<file path="src/rtl/uart_tx_pkg.sv">
package uart_tx_pkg;

  typedef enum logic [2:0] {
    PH_IDLE   = 3'd0,
    PH_START  = 3'd1,
    PH_DATA   = 3'd2,
    PH_PARITY = 3'd3,
    PH_STOP   = 3'd4
  } txPhase_e;

  // strobes from control to datapath
  typedef struct packed {
    logic     load;    // accept byte, snapshot format
    logic     shift;   // advance to next data bit
    txPhase_e phase;   // which bit the line carries
  } txStrobe_t;

  // format fields that the control needs for timing
  typedef struct packed {
    logic [1:0] lenSel;
    logic       stopLong;
    logic       parityOn;
  } txTiming_t;

  // full snapshot held by the datapath
  typedef struct packed {
    logic [1:0] lenSel;
    logic       stopLong;
    logic       parityOn;
    logic       evenSel;
    logic       stickOn;
  } txFormat_t;

endpackage

</file>
<file path="src/rtl/uart_tx_ctrl.sv">
module uart_tx_ctrl
  import uart_tx_pkg::*;
#(
  parameter int TICKS_PER_BIT = 16
) (
  input  logic      clk,
  input  logic      rstN,
  input  logic      baudTick,
  input  logic      txValid,
  input  logic      brk,
  input  txTiming_t timing,
  output txStrobe_t strb,
  output logic      txReady,
  output logic      busy
);

  localparam int CNT_W  = $clog2(2 * TICKS_PER_BIT) + 1;
  localparam int IDLE_W = $clog2(TICKS_PER_BIT + 1);
  localparam logic [CNT_W-1:0]  BIT_T     = CNT_W'(TICKS_PER_BIT);
  localparam logic [CNT_W-1:0]  HALF_T    = CNT_W'(TICKS_PER_BIT / 2);
  localparam logic [IDLE_W-1:0] IDLE_FULL = IDLE_W'(TICKS_PER_BIT);

  txPhase_e          phase;
  logic [CNT_W-1:0]  tickCnt;
  logic [2:0]        bitIdx;
  logic [IDLE_W-1:0] idleCnt;

  logic [CNT_W-1:0]  stopLen;
  logic [CNT_W-1:0]  phaseLen;
  logic [2:0]        lastIdx;
  logic              phaseEnd;
  logic              accept;

  always_comb begin
    stopLen = BIT_T;
    if (timing.stopLong)
      stopLen = BIT_T + ((timing.lenSel == 2'b00) ? HALF_T : BIT_T);
    phaseLen = (phase == PH_STOP) ? stopLen : BIT_T;
    lastIdx  = 3'd4 + {1'b0, timing.lenSel};
  end

  assign phaseEnd = baudTick && (tickCnt == phaseLen - CNT_W'(1));
  assign txReady  = (phase == PH_IDLE) && (idleCnt == IDLE_FULL) && !brk;
  assign accept   = txValid && txReady;
  assign busy     = (phase != PH_IDLE);

  always_comb begin
    strb.load  = accept;
    strb.shift = (phase == PH_DATA) && phaseEnd;
    strb.phase = phase;
  end

  always_ff @(posedge clk or negedge rstN) begin
    if (!rstN) begin
      phase   <= PH_IDLE;
      tickCnt <= '0;
      bitIdx  <= '0;
      idleCnt <= IDLE_FULL;
    end else if (brk) begin
      phase   <= PH_IDLE;
      tickCnt <= '0;
      bitIdx  <= '0;
      idleCnt <= '0;
    end else begin
      unique case (phase)
        PH_IDLE: begin
          if (baudTick && idleCnt != IDLE_FULL) idleCnt <= idleCnt + IDLE_W'(1);
          if (accept) begin
            phase   <= PH_START;
            tickCnt <= '0;
            bitIdx  <= '0;
          end
        end
        default: begin
          if (baudTick) tickCnt <= phaseEnd ? '0 : tickCnt + CNT_W'(1);
          if (phaseEnd) begin
            unique case (phase)
              PH_START: begin
                phase  <= PH_DATA;
                bitIdx <= '0;
              end
              PH_DATA: begin
                if (bitIdx == lastIdx)
                  phase <= timing.parityOn ? PH_PARITY : PH_STOP;
                else
                  bitIdx <= bitIdx + 3'd1;
              end
              PH_PARITY: phase <= PH_STOP;
              PH_STOP: begin
                phase   <= PH_IDLE;
                idleCnt <= IDLE_FULL;
              end
              default: phase <= PH_IDLE;
            endcase
          end
        end
      endcase
    end
  end

  // a break drops any frame by the next cycle
  a_r6_break_drops: assert property (@(posedge clk) disable iff (!rstN)
    brk |=> (phase == PH_IDLE));

  // ready never coexists with a frame in progress
  a_r11_ready_only_idle: assert property (@(posedge clk) disable iff (!rstN)
    txReady |-> !busy);

  // ready can only rise after a cycle with no break
  a_r7_ready_after_release: assert property (@(posedge clk) disable iff (!rstN)
    $rose(txReady) |-> $past(!brk));

  // data index stays inside the selected length
  a_r1_index_bound: assert property (@(posedge clk) disable iff (!rstN)
    (phase == PH_DATA) |-> (bitIdx <= lastIdx));

  // tick counter stays below the longest stop interval
  a_r2_tick_bound: assert property (@(posedge clk) disable iff (!rstN)
    tickCnt < CNT_W'(2 * TICKS_PER_BIT));

  // the parity phase only occurs when parity is enabled
  a_r3_parity_gated: assert property (@(posedge clk) disable iff (!rstN)
    (phase == PH_PARITY) |-> timing.parityOn);

endmodule

</file>
<file path="src/rtl/uart_tx_datapath.sv">
module uart_tx_datapath
  import uart_tx_pkg::*;
(
  input  logic       clk,
  input  logic       rstN,
  input  logic [7:0] lineCtrl,
  input  logic [7:0] txData,
  input  txStrobe_t  strb,
  output txTiming_t  timing,
  output logic       serialOut,
  output logic       divLatchEn
);

  txFormat_t fmtQ;
  logic [7:0] shiftReg;
  logic       parityQ;

  logic [7:0] lenMask;
  logic       onesOdd;
  logic       parityNext;
  logic       lineBit;

  always_comb begin
    lenMask = 8'hFF >> (2'd3 - lineCtrl[1:0]);
    onesOdd = ^(txData & lenMask);
    if (lineCtrl[5])      parityNext = ~lineCtrl[4];
    else if (lineCtrl[4]) parityNext = onesOdd;
    else                  parityNext = ~onesOdd;
  end

  always_ff @(posedge clk or negedge rstN) begin
    if (!rstN) begin
      fmtQ     <= '0;
      shiftReg <= '0;
      parityQ  <= 1'b0;
    end else if (strb.load) begin
      fmtQ.lenSel   <= lineCtrl[1:0];
      fmtQ.stopLong <= lineCtrl[2];
      fmtQ.parityOn <= lineCtrl[3];
      fmtQ.evenSel  <= lineCtrl[4];
      fmtQ.stickOn  <= lineCtrl[5];
      shiftReg      <= txData;
      parityQ       <= parityNext;
    end else if (strb.shift) begin
      shiftReg <= {1'b0, shiftReg[7:1]};
    end
  end

  always_comb begin
    timing.lenSel   = fmtQ.lenSel;
    timing.stopLong = fmtQ.stopLong;
    timing.parityOn = fmtQ.parityOn;
  end

  always_comb begin
    unique case (strb.phase)
      PH_START:  lineBit = 1'b0;
      PH_DATA:   lineBit = shiftReg[0];
      PH_PARITY: lineBit = parityQ;
      default:   lineBit = 1'b1;
    endcase
  end

  assign serialOut  = lineBit && !lineCtrl[6];
  assign divLatchEn = lineCtrl[7];

  // the snapshot holds for the whole frame
  a_r9_format_held: assert property (@(posedge clk) disable iff (!rstN)
    (strb.phase != PH_IDLE && !strb.load) |=> $stable(fmtQ));

  // a stick parity snapshot carries the inverted level bit
  a_r5_stick_level: assert property (@(posedge clk) disable iff (!rstN)
    (strb.phase == PH_PARITY && fmtQ.stickOn) |-> (parityQ == !fmtQ.evenSel));

  // the line is high during the stop interval unless in break
  a_r8_stop_high: assert property (@(posedge clk) disable iff (!rstN)
    (strb.phase == PH_STOP && !lineCtrl[6]) |-> serialOut);

endmodule

</file>
<file path="src/rtl/uart_frame_tx.sv">
module uart_frame_tx
  import uart_tx_pkg::*;
#(
  parameter int TICKS_PER_BIT = 16
) (
  input  logic       clk,
  input  logic       rstN,
  input  logic       baudTick,
  input  logic [7:0] lineCtrl,
  input  logic [7:0] txData,
  input  logic       txValid,
  output logic       txReady,
  output logic       serialOut,
  output logic       busy,
  output logic       divLatchEn
);

  txStrobe_t strb;
  txTiming_t timing;

  uart_tx_ctrl #(.TICKS_PER_BIT(TICKS_PER_BIT)) u_ctrl (
    .clk      (clk),
    .rstN     (rstN),
    .baudTick (baudTick),
    .txValid  (txValid),
    .brk      (lineCtrl[6]),
    .timing   (timing),
    .strb     (strb),
    .txReady  (txReady),
    .busy     (busy)
  );

  uart_tx_datapath u_dp (
    .clk        (clk),
    .rstN       (rstN),
    .lineCtrl   (lineCtrl),
    .txData     (txData),
    .strb       (strb),
    .timing     (timing),
    .serialOut  (serialOut),
    .divLatchEn (divLatchEn)
  );

  // an accepted byte starts a frame on the next cycle
  a_r11_accept_starts: assert property (@(posedge clk) disable iff (!rstN)
    (txValid && txReady) |=> (busy || lineCtrl[6]));

  // the line is low right after a byte is accepted
  a_r8_start_low: assert property (@(posedge clk) disable iff (!rstN)
    (txValid && txReady) |=> !serialOut);

endmodule

</file>
<file path="config.mk">
export PLATFORM = sky130hd
export DESIGN_NAME = uart_frame_tx
export DESIGN_NICKNAME = d
export VERILOG_FILES = /design/src/rtl/uart_tx_pkg.sv /design/src/rtl/uart_tx_ctrl.sv /design/src/rtl/uart_tx_datapath.sv /design/src/rtl/uart_frame_tx.sv
export SDC_FILE = /design/constraint.sdc
export NUM_CORES = 1
export LEC_CHECK = 0
export BUFFER_PORTS_ARGS = -buffer_cell sky130_fd_sc_hd__buf_4
export CAP_MARGIN = 25
export CELL_PAD_IN_SITES_DETAIL_PLACEMENT = 1
export CELL_PAD_IN_SITES_GLOBAL_PLACEMENT = 1
export CORE_ASPECT_RATIO = 1.75
export CORE_UTILIZATION = 49
export CTS_CLUSTER_DIAMETER = 40
export DETAILED_ROUTE_END_ITERATION = 10
export GPL_ROUTABILITY_DRIVEN = 1
export PLACE_DENSITY = 0.92
export SETUP_SLACK_MARGIN = 0.5
export SYNTH_ARGS = -nofsm -noshare
export SYNTH_HDL_FRONTEND = slang
export SYNTH_SLANG_ARGS = --single-unit
</file>
<file path="constraint.sdc">
create_clock -name clk -period 6.8 [get_ports clk]
set_input_delay 0.34 -clock clk [delete_from_list [all_inputs] [get_ports clk]]
set_output_delay 0.34 -clock clk [all_outputs]
set_load 0.01 [all_outputs]
</file>
==> out/summary.md, run 1 <==
Across the run, the number of max-cap violations was 0. The netlist uses 54 different library cells. The cell type with the largest total area after synthesis is dfrtp_1. The run finished with clean final reports. The commonest cells after synthesis are dfrtp_1 (29), nor2_1 (20), inv_1 (15).

The post-synthesis sequential element count came out at 30. The run gives 1958 µm² as the netlist area before placement. The run gives 0.2808 ns as the hold slack.

For the first-pass GRT wire length, the log shows 7.921 mm. The register-to-register setup slack was 4.05 ns; the number of buffers on the longest clock path was 2. Post-placement worst setup slack: 4.089 ns.

Clock skew on the completed layout was measured at 0.005305 ns. The count of fill cells added during filler insertion is 434, and the DRC marker count from the first detailed-route iteration is 17. The cell area power density was 331.5 nW/µm². The worst voltage drop across the vdd grid is 0.2098 mV. Data on the critical path is required at its endpoint by 6.97 ns. The post-detailed-route wirelength per cell works out to 17.94 µm. The leakage power came out at 1.001 nW. The number of vias per cell was 5.859; the sequential share of the synthesized area was 0.3840. The hold violation count in the final report is 0, and the accumulated negative setup slack is 0 ns. The run gives 4.051 ns as the worst setup slack after layout.

Setup repair after global routing left no endpoint under its margin. dfrtp_1 is the most common cell in the netlist. For the net count reported at finish, the log shows 238. The share of async-settable or async-resettable flops after synthesis was 1.000; the length in cells of the worst reg-to-reg path was 8.

The run gives 31 as the maximum number of pins on one net before global-route repair. The mean instance size in the synthesized netlist is 10.25 µm², and the maximum fanout along the worst path is 11. The number of endpoints failing setup at the final stage is 0, and the post-route clock period utilization is 0.4043. Share of the synthesized area in the top cell type: 0.3706. For the number of global-route vias before repair, the log shows 1758. The category of the worst setup path capture point was a flip-flop. The post-CTS clock slew at the launch and capture registers of the worst setup and hold paths is 0.07 ns, and the initial cell density of the core is 0.5065. The synthesized netlist net count was 216; the global placer's final weighted congestion was 0.7465. For the count of final max-slew check failures, the log shows 0. The run gives 0 as the total grt overflow. TritonCTS built the clock tree. STA classifies the critical path startpoint as a flip-flop. Measured along the y axis, the die boundary spans 85.63 µm. The tools report the global-route total usage across every layer as 0.2500. The class of the tightest hold or removal check is in2reg. Once detail routing completed, the nets flagged for antenna violations numbered 0. The tools report the worst slew margin relative to its limit as 0.5215.

The run gives 4.699 mm as the total length of routed wires. The floorplan step defined a die boundary enclosing 4263 µm². After detailed placement, the total cell area comes to 2103 µm².

The critical path goes through nand4bb_4 > nor3_1 > ha_1 > xor2_1 > nor3_2 > o21ai_4 > a21oi_4 > mux2_4. The share of cells above drive strength 1 was 0.2336. The main flop type after synthesis is dfrtp_1.

Static timing analysis puts the maximum clock frequency at 0.3637 GHz. From synthesis to final layout, the design area changed by 12.52%. The cell depth of the worst min-delay path was 2; the yosys synthesis warning count was 0.

The finished cells cover 2203 µm². Counting every instance in the synthesized netlist gives 191. The root buffer cell chosen for the clock tree is clkbuf_8. At the pin with the least slew margin, the transition time is 0.7151 ns. After synthesis, the cell types taking the most area are dfrtp_1 (37%), mux2i_1 (4.6%), xnor2_1 (4.5%), nor2_1 (3.8%), ha_1 (3.2%).

In this run the horizontal extent of the chip is 49.79 µm. Type of the setup path with the least slack: reg2reg. Count of buffering cells on the critical path with inverters included: 0.

The number of iterations in the first detailed-routing pass was 4; the source-to-sink clock delay at the later pin of the worst-skew pair was 0.29 ns. For the worst setup path, the data arrival time is 2.92 ns. Yosys mapped a number of flops with a built-in enable equal to 0. Counting the buffers created by CTS gives 5. For this design, the slowest cell found on the critical path is dfrtp_1. The number of diodes added for antenna fixing is 0. The CTS H-tree depth is 2. The total number of vias was 1535. The number of gates given a new drive strength after cts came out at 0.

The critical path crosses 8 cells after its start point. Detailed placement ended at an HPWL of 3.542 mm. The initial antenna violation count is 0, and the delay contributed by the slowest stage of the critical path is 0.53 ns. The largest delay contributor family on the critical path was simple AND/OR/NAND/NOR gates. Buffers placed on the I/O ports in this run total 21. 24 I/O pins were placed.

Counting I/O delays and the setup requirement, the final critical path takes 2.749 ns. The core region is 3866 µm². For this run, design rule violations remaining after detail routing come to 0. The tree built by TritonCTS fans out to 30 sinks. The floorplan has 30 rows.
==> sequential cells by signal, indices dropped and copies added (netlist names) <==
| register | count |
|---|---|
| u_dp.shiftReg | 8 |
| u_dp.parityQ | 1 |
| u_ctrl.bitIdx | 3 |
| u_ctrl.tickCnt | 6 |
| u_ctrl.idleCnt | 5 |
| u_dp.timing | 4 |
| u_ctrl.phase | 3 |
==> layout make-up <==
type / count / area [µm²] / share of cell area
Clock inverter: 3 / 21.27 / 0.009654
Tap cell: 48 / 60.06 / 0.02726
Multi-Input combinational cell: 139 / 1077 / 0.4889
Sequential cell: 30 / 752.0 / 0.3413
Inverter: 15 / 56.30 / 0.02555
Clock buffer: 5 / 68.82 / 0.03123
Timing Repair Buffer: 22 / 167.7 / 0.07609
==> cell families after synthesis <==
logic type      share of synthesized area
simple gates                       0.2083
xor+xnor                          0.06517
compound gates                     0.1566
buf+inv                           0.06581
fa+ha+maj                         0.03195
flops                              0.3840
mux                               0.08818
==> cells in the final DEF, fill, tap and decap left out, drive strengths merged, types with 3 or more instances in the layout <==
cell / Yosys / routed
nor3: 10 / 10
nand2: 11 / 11
mux2: 6 / 6
o21ai: 7 / 7
xnor2: 10 / 10
nor2: 20 / 20
nor4: 4 / 4
o21a: 3 / 3
a211oi: 3 / 3
mux2i: 9 / 9
nand3: 9 / 9
clkbuf: 3 / 5
a21oi: 10 / 10
dfrtp: 29 / 29
inv: 15 / 15
ha: 5 / 5
buf: 4 / 21
==> metrics by stage <==
stage / cells / util / total power [mW]
2_1_floorplan: 191 / - / 0.5078
3_3_place_gp: 253 / 0.5440 / 0.5606
3_5_place_dp: 253 / 0.5440 / 0.5795
4_1_cts: 262 / 0.5699 / 0.7328
5_1_grt: 262 / 0.5699 / 0.7742
6_report: 262 / 0.5699 / 0.7304
==> worst paths after layout <==
check / to / startpoint
min: u_dp.timing[1] / lineCtrl[2]
max: u_ctrl.phase[2] / u_ctrl.phase[1]
min in group asynchronous: u_ctrl.idleCnt[3] / rstN
max reg2reg: u_ctrl.phase[2] / u_ctrl.phase[1]
min reg2reg: u_dp.shiftReg[7] / u_dp.shiftReg[7]
max in group asynchronous: u_ctrl.idleCnt[4] / rstN
==> power by group <==
part	total [mW]	internal [mW]	switching (mW)
registers	0.307	0.232	0.0750
clock network	0.145	0.0717	0.0737
logic	0.278	0.131	0.147
total	0.730	0.435	0.296
==> repair_timing <==
| action | CTS | global route |
|---|---|---|
| endpoints found under the hold margin | 29 | 0 |
| hold buffers | 1 | 0 |
| buffers inserted | 0 | 0 |
==> metal layers <==
layer  global-route usage  routed length (µm)
met4               0.1481                 214
met3              0.04433                 111
met2               0.4939                2801
met5                    0                   0
met1               0.2231                1571
No activity file was read; power rests on OpenSTA's default activity.
==> run 2, diff against run 1 <==
Settings changed: ABC_AREA set to 1, CORE_UTILIZATION 49 to 42, PLACE_DENSITY 0.92 to 0.86.
Clock period 6.8 ns to 2.6 ns, I/O delays scaled along.
==> out/summary.md, run 2 <==
Largest registers ranked by flip-flop count: u_dp.shiftReg (8), u_ctrl.tickCnt (6), u_ctrl.idleCnt (5) (unchanged). The run gives 322 (was 238) as the net count reported at finish. The post-synthesis sequential element count works out to 30 (unchanged). The internal portion of total power came out at 1.206 mW (was 0.4348 mW). The share of async-settable or async-resettable flops after synthesis was 1.000 (unchanged); the sequential power share was 0.349 (was 0.421). Synth top area cells: dfrtp_1 (38%), nand2_1 (15%), nand3_1 (6.5%), inv_1 (5.7%), o21ai_0 (3.6%) (was dfrtp_1 (37%), mux2i_1 (4.6%), xnor2_1 (4.5%), nor2_1 (3.8%), ha_1 (3.2%)).

The run gives 0 (unchanged) as the number of endpoints failing setup at the final stage. The maximum number of pins on one net before global-route repair came out at 31 (unchanged). The total grt overflow was 0 (unchanged). The maximum fanout along the worst path was 4 (was 11); the final non-filler cell total was 349 (was 262). The combinational cell fraction of total power came out at 0.470 (was 0.380). The half-perimeter wire length of the detailed placement result was 3.813 mm (was 3.542 mm). The run gives 1889 (was 1535) as the total number of vias. Floorplan row count: 32 (was 30).

The tools report the peak clock frequency supported by timing as 0.4546 GHz (was 0.3637 GHz). For the number of global-route vias before repair, the log shows 2018 (was 1758). The die boundary width is 53.12 µm (was 49.79 µm), and the worst voltage drop across the vdd grid is 0.5213 mV (was 0.2098 mV). The logs give 30 (was 54) for the count of distinct cell types in the synthesized netlist and 0.6530 (was 0.5215) for the worst slew margin relative to its limit.

The run gives 0 (unchanged) as the number of diodes added for antenna fixing. The post-CTS clock slew at the launch and capture registers of the worst setup and hold paths was 0.07 ns (about the same). The top-level I/O count is 24 (unchanged).

For the initial cell density of the core, the log shows 0.4361 (was 0.5065). The initial antenna violation count came out at 0 (unchanged). Global-route total usage across every layer: 0.2409 (was 0.2500). Share of the synthesized area in the top cell type: 0.3779 (was 0.3706).

Critical path startpoint category: a flip-flop (unchanged). Required time at the endpoint of the critical path: 2.81 ns (was 6.97 ns). The CTS H-tree depth was 2 (unchanged); the clock group share of total power was 0.181 (was 0.199).

The cell type with the largest total area after synthesis was dfrtp_1 (unchanged). Ranking of synthesized cells by instance count: nand2_1 (76), dfrtp_1 (29), inv_1 (29) (was dfrtp_1 (29), nor2_1 (20), inv_1 (15)). Highest-count cells in the layout ignoring fill and taps: nand2_1 (66), inv_1 (29), buf_4 (28) (was dfrtp_1 (29), buf_4 (21), nor2_1 (20)). The cell area after layout was 2411 µm² (was 2203 µm²).

Class of the tightest hold or removal check: in2reg (unchanged). The run finished with clean final reports. The area of placed instances came out at 2130 µm² (was 2103 µm²). The area enclosed by the die boundary is 4858 µm² (was 4263 µm²). Standard cell core area: 4404 µm² (was 3866 µm²).

For the post-placement cell count, the log shows 334 (was 253). The length in cells of the worst reg-to-reg path was 12 (was 8); the netlist area before placement was 1921 µm² (was 1958 µm²). The count of flip-flops with a built-in enable after synthesis came out at 0 (unchanged). The time the final worst path needs with I/O delays and setup came out at 2.200 ns (was 2.749 ns). The number of vias per cell was 5.413 (was 5.859); the clock skew after layout was 0.002979 ns (was 0.005305 ns). The total length of routed wires is 5.330 mm (was 4.699 mm), and the post-route clock period utilization is 0.8461 (was 0.4043). The tools report the category of the worst setup path capture point as a flip-flop (unchanged). The DRC violation count after routing was 0 (unchanged). The root buffer cell was clkbuf_8 (unchanged). The yosys synthesis warning count is 0 (unchanged), and the hold slack is 0.05637 ns (was 0.2808 ns).

The number of buffers on the longest clock path came out at 2 (unchanged). The share of total power consumed by net switching was 0.4355 (was 0.4048). The tools report the TritonCTS buffer count as 5 (unchanged). The switching power of the nets was 0.9307 mW (was 0.2957 mW); the source-to-sink clock delay at the later pin of the worst-skew pair was 0.28 ns (was 0.29 ns). The slew at the pin closest to its max-slew limit was 0.5189 ns (was 0.7151 ns).

The sequential share of the synthesized area is 0.3915 (was 0.3840). The number of iterations in the first detailed-routing pass is 4 (unchanged). Register with the highest flop count: u_dp.shiftReg (unchanged). The run gives 30 (unchanged) as the clock net sink count. The count of input and output buffers came out at 21 (unchanged). Instance count of the mapped netlist: 264 (was 191).

Main flop type after synthesis: dfrtp_1 (unchanged). The first-pass GRT wire length was 8.694 mm (was 7.921 mm). The number of routed nets with antenna violations is 0 (unchanged). TritonCTS built the clock tree. Setup repair after global routing could not meet its margin everywhere. The post-detailed-route wirelength per cell was 15.27 µm (was 17.94 µm); the count of final max-slew check failures was 0 (unchanged).

Cell depth of the worst min-delay path: 3 (was 2). Cell area power density: 886.2 nW/µm² (was 331.5 nW/µm²). The mean instance size in the synthesized netlist works out to 7.275 µm² (was 10.25 µm²). The die span in y works out to 91.46 µm (was 85.63 µm).

The max-cap check violation count came out at 0 (unchanged). The leakage power was 1.184 nW (was 1.001 nW). Most used standard cell by instance count after synthesis: nand2_1 (was dfrtp_1). The logs give 0 (unchanged) for the hold violation count in the final report and 0 ns (unchanged) for the accumulated negative setup slack.

The DRC marker count from the first detailed-route iteration was 37 (was 17); the flip-flop count of the largest register after layout was 8 (unchanged). The tools report the global placer's final weighted congestion as 0.8425 (was 0.7465). Type of the setup path with the least slack: reg2reg (unchanged). Share of cells above drive strength 1: 0.2852 (was 0.2336).

The most frequent standard cell in the layout excluding fill and tap cells is nand2_1 (was dfrtp_1). The area growth from synthesis to layout works out to 25.54% (was 12.52%). The arrival time at the worst endpoint came out at 2.41 ns (was 2.92 ns). The count of fill cells added during filler insertion is 571 (was 434), and the synthesized netlist net count is 289 (was 216).
-- run 2: cell count changes in the layout (fill, tap and decap cells not counted), sizes merged, moves of 9 or more --
cell   change
nand2     +72
mux2i      -9
nand3     +19
o21ai     +21
inv       +21
-- run 2: path summary, 6_finish.rpt --
check,start,endpoint,slack (ns)
setup reg to reg,u_ctrl.phase[0],u_dp.shiftReg[3],0.40
setup / recovery,u_ctrl.phase[0],u_dp.shiftReg[3],0.40
min in group asynchronous,rstN,u_dp.shiftReg[1],0.33
hold / removal,lineCtrl[3],u_dp.timing[0],0.06
hold reg to reg,u_dp.shiftReg[0],u_dp.shiftReg[0],0.50
max in group asynchronous,rstN,u_ctrl.idleCnt[4],1.94
-- run 2: per-layer routing --
| metal | up-vias | track usage | share of wire |
|---|---|---|---|
| li1 | 920 | - | - |
| met1 | 929 | 0.2376 | 0.38 |
| met2 | 30 | 0.4662 | 0.58 |
| met3 | 10 | 0.02848 | 0.017 |
| met4 | 0 | 0.09868 | 0.025 |
| met5 | - | 0 | 0 |
-- run 2: stage by stage --
| step | setup WS [ns] | total power [mW] | util |
|---|---|---|---|
| 2_1_floorplan | 0.5819 | 1.284 | - |
| 3_3_place_gp | 0.3086 | 1.494 | 0.4835 |
| 3_5_place_dp | 0.2550 | 1.530 | 0.4835 |
| 4_1_cts | 0.4236 | 2.009 | 0.5253 |
| 5_1_grt | 0.2542 | 2.291 | 0.5474 |
| 6_report | 0.4001 | 2.137 | 0.5474 |
-- run 2: layout make-up --
cell class | instances | area, µm² | area share
clock inverters | 1 | 5.005 | 0.002076
inverters | 36 | 137.6 | 0.05708
flip-flops and latches | 30 | 754.5 | 0.3129
multi-input cells | 195 | 1144 | 0.4743
well taps | 51 | 63.81 | 0.02647
clock buffers | 7 | 86.33 | 0.03581
repair buffers | 29 | 220.2 | 0.09133
-- run 2: power by group through the flow --
stage	combinational, mW	clock (mW)	sequential, mW
3_3_place_gp	0.754	0	0.740
3_5_place_dp	0.781	0	0.748
4_1_cts	0.882	0.395	0.732
5_1_grt	1.11	0.415	0.763
2_1_floorplan	0.567	0	0.716
6_report	1.00	0.388	0.745
-- run 2: timing repair --
item                       CTS  global route
hold buffers                 1             0
gates resized for setup     11            25
buffers inserted             5             1
setup endpoints to repair   23            23
hold endpoints to repair    29             0
pin swaps                    3            10
-- run 2: worst max-delay path, cell delays in order (launching register included) --
cell and delay (ns):
dfrtp_2 0.43, nor2_4 0.15, nand2_4 0.09, nor3_4 0.12
ha_1 0.25, xnor2_1 0.16, nand3_1 0.11, nor2_2 0.13
nand4_1 0.25, nand2_2 0.19, buf_4 0.13, nand2_1 0.04
o21ai_1 0.06
-- run 2: cell families (layout without fill, tap and decap cells) --
group	after synthesis	in the layout	synth area share
DFF	30	30	0.3915
AOI/OAI and AO/OA	37	37	0.1049
and+or+nand+nor	144	144	0.3492
buffers and inverters	39	73	0.08078
xor gates and xnor gates	9	9	0.04104
adders and majority gates	5	5	0.03257
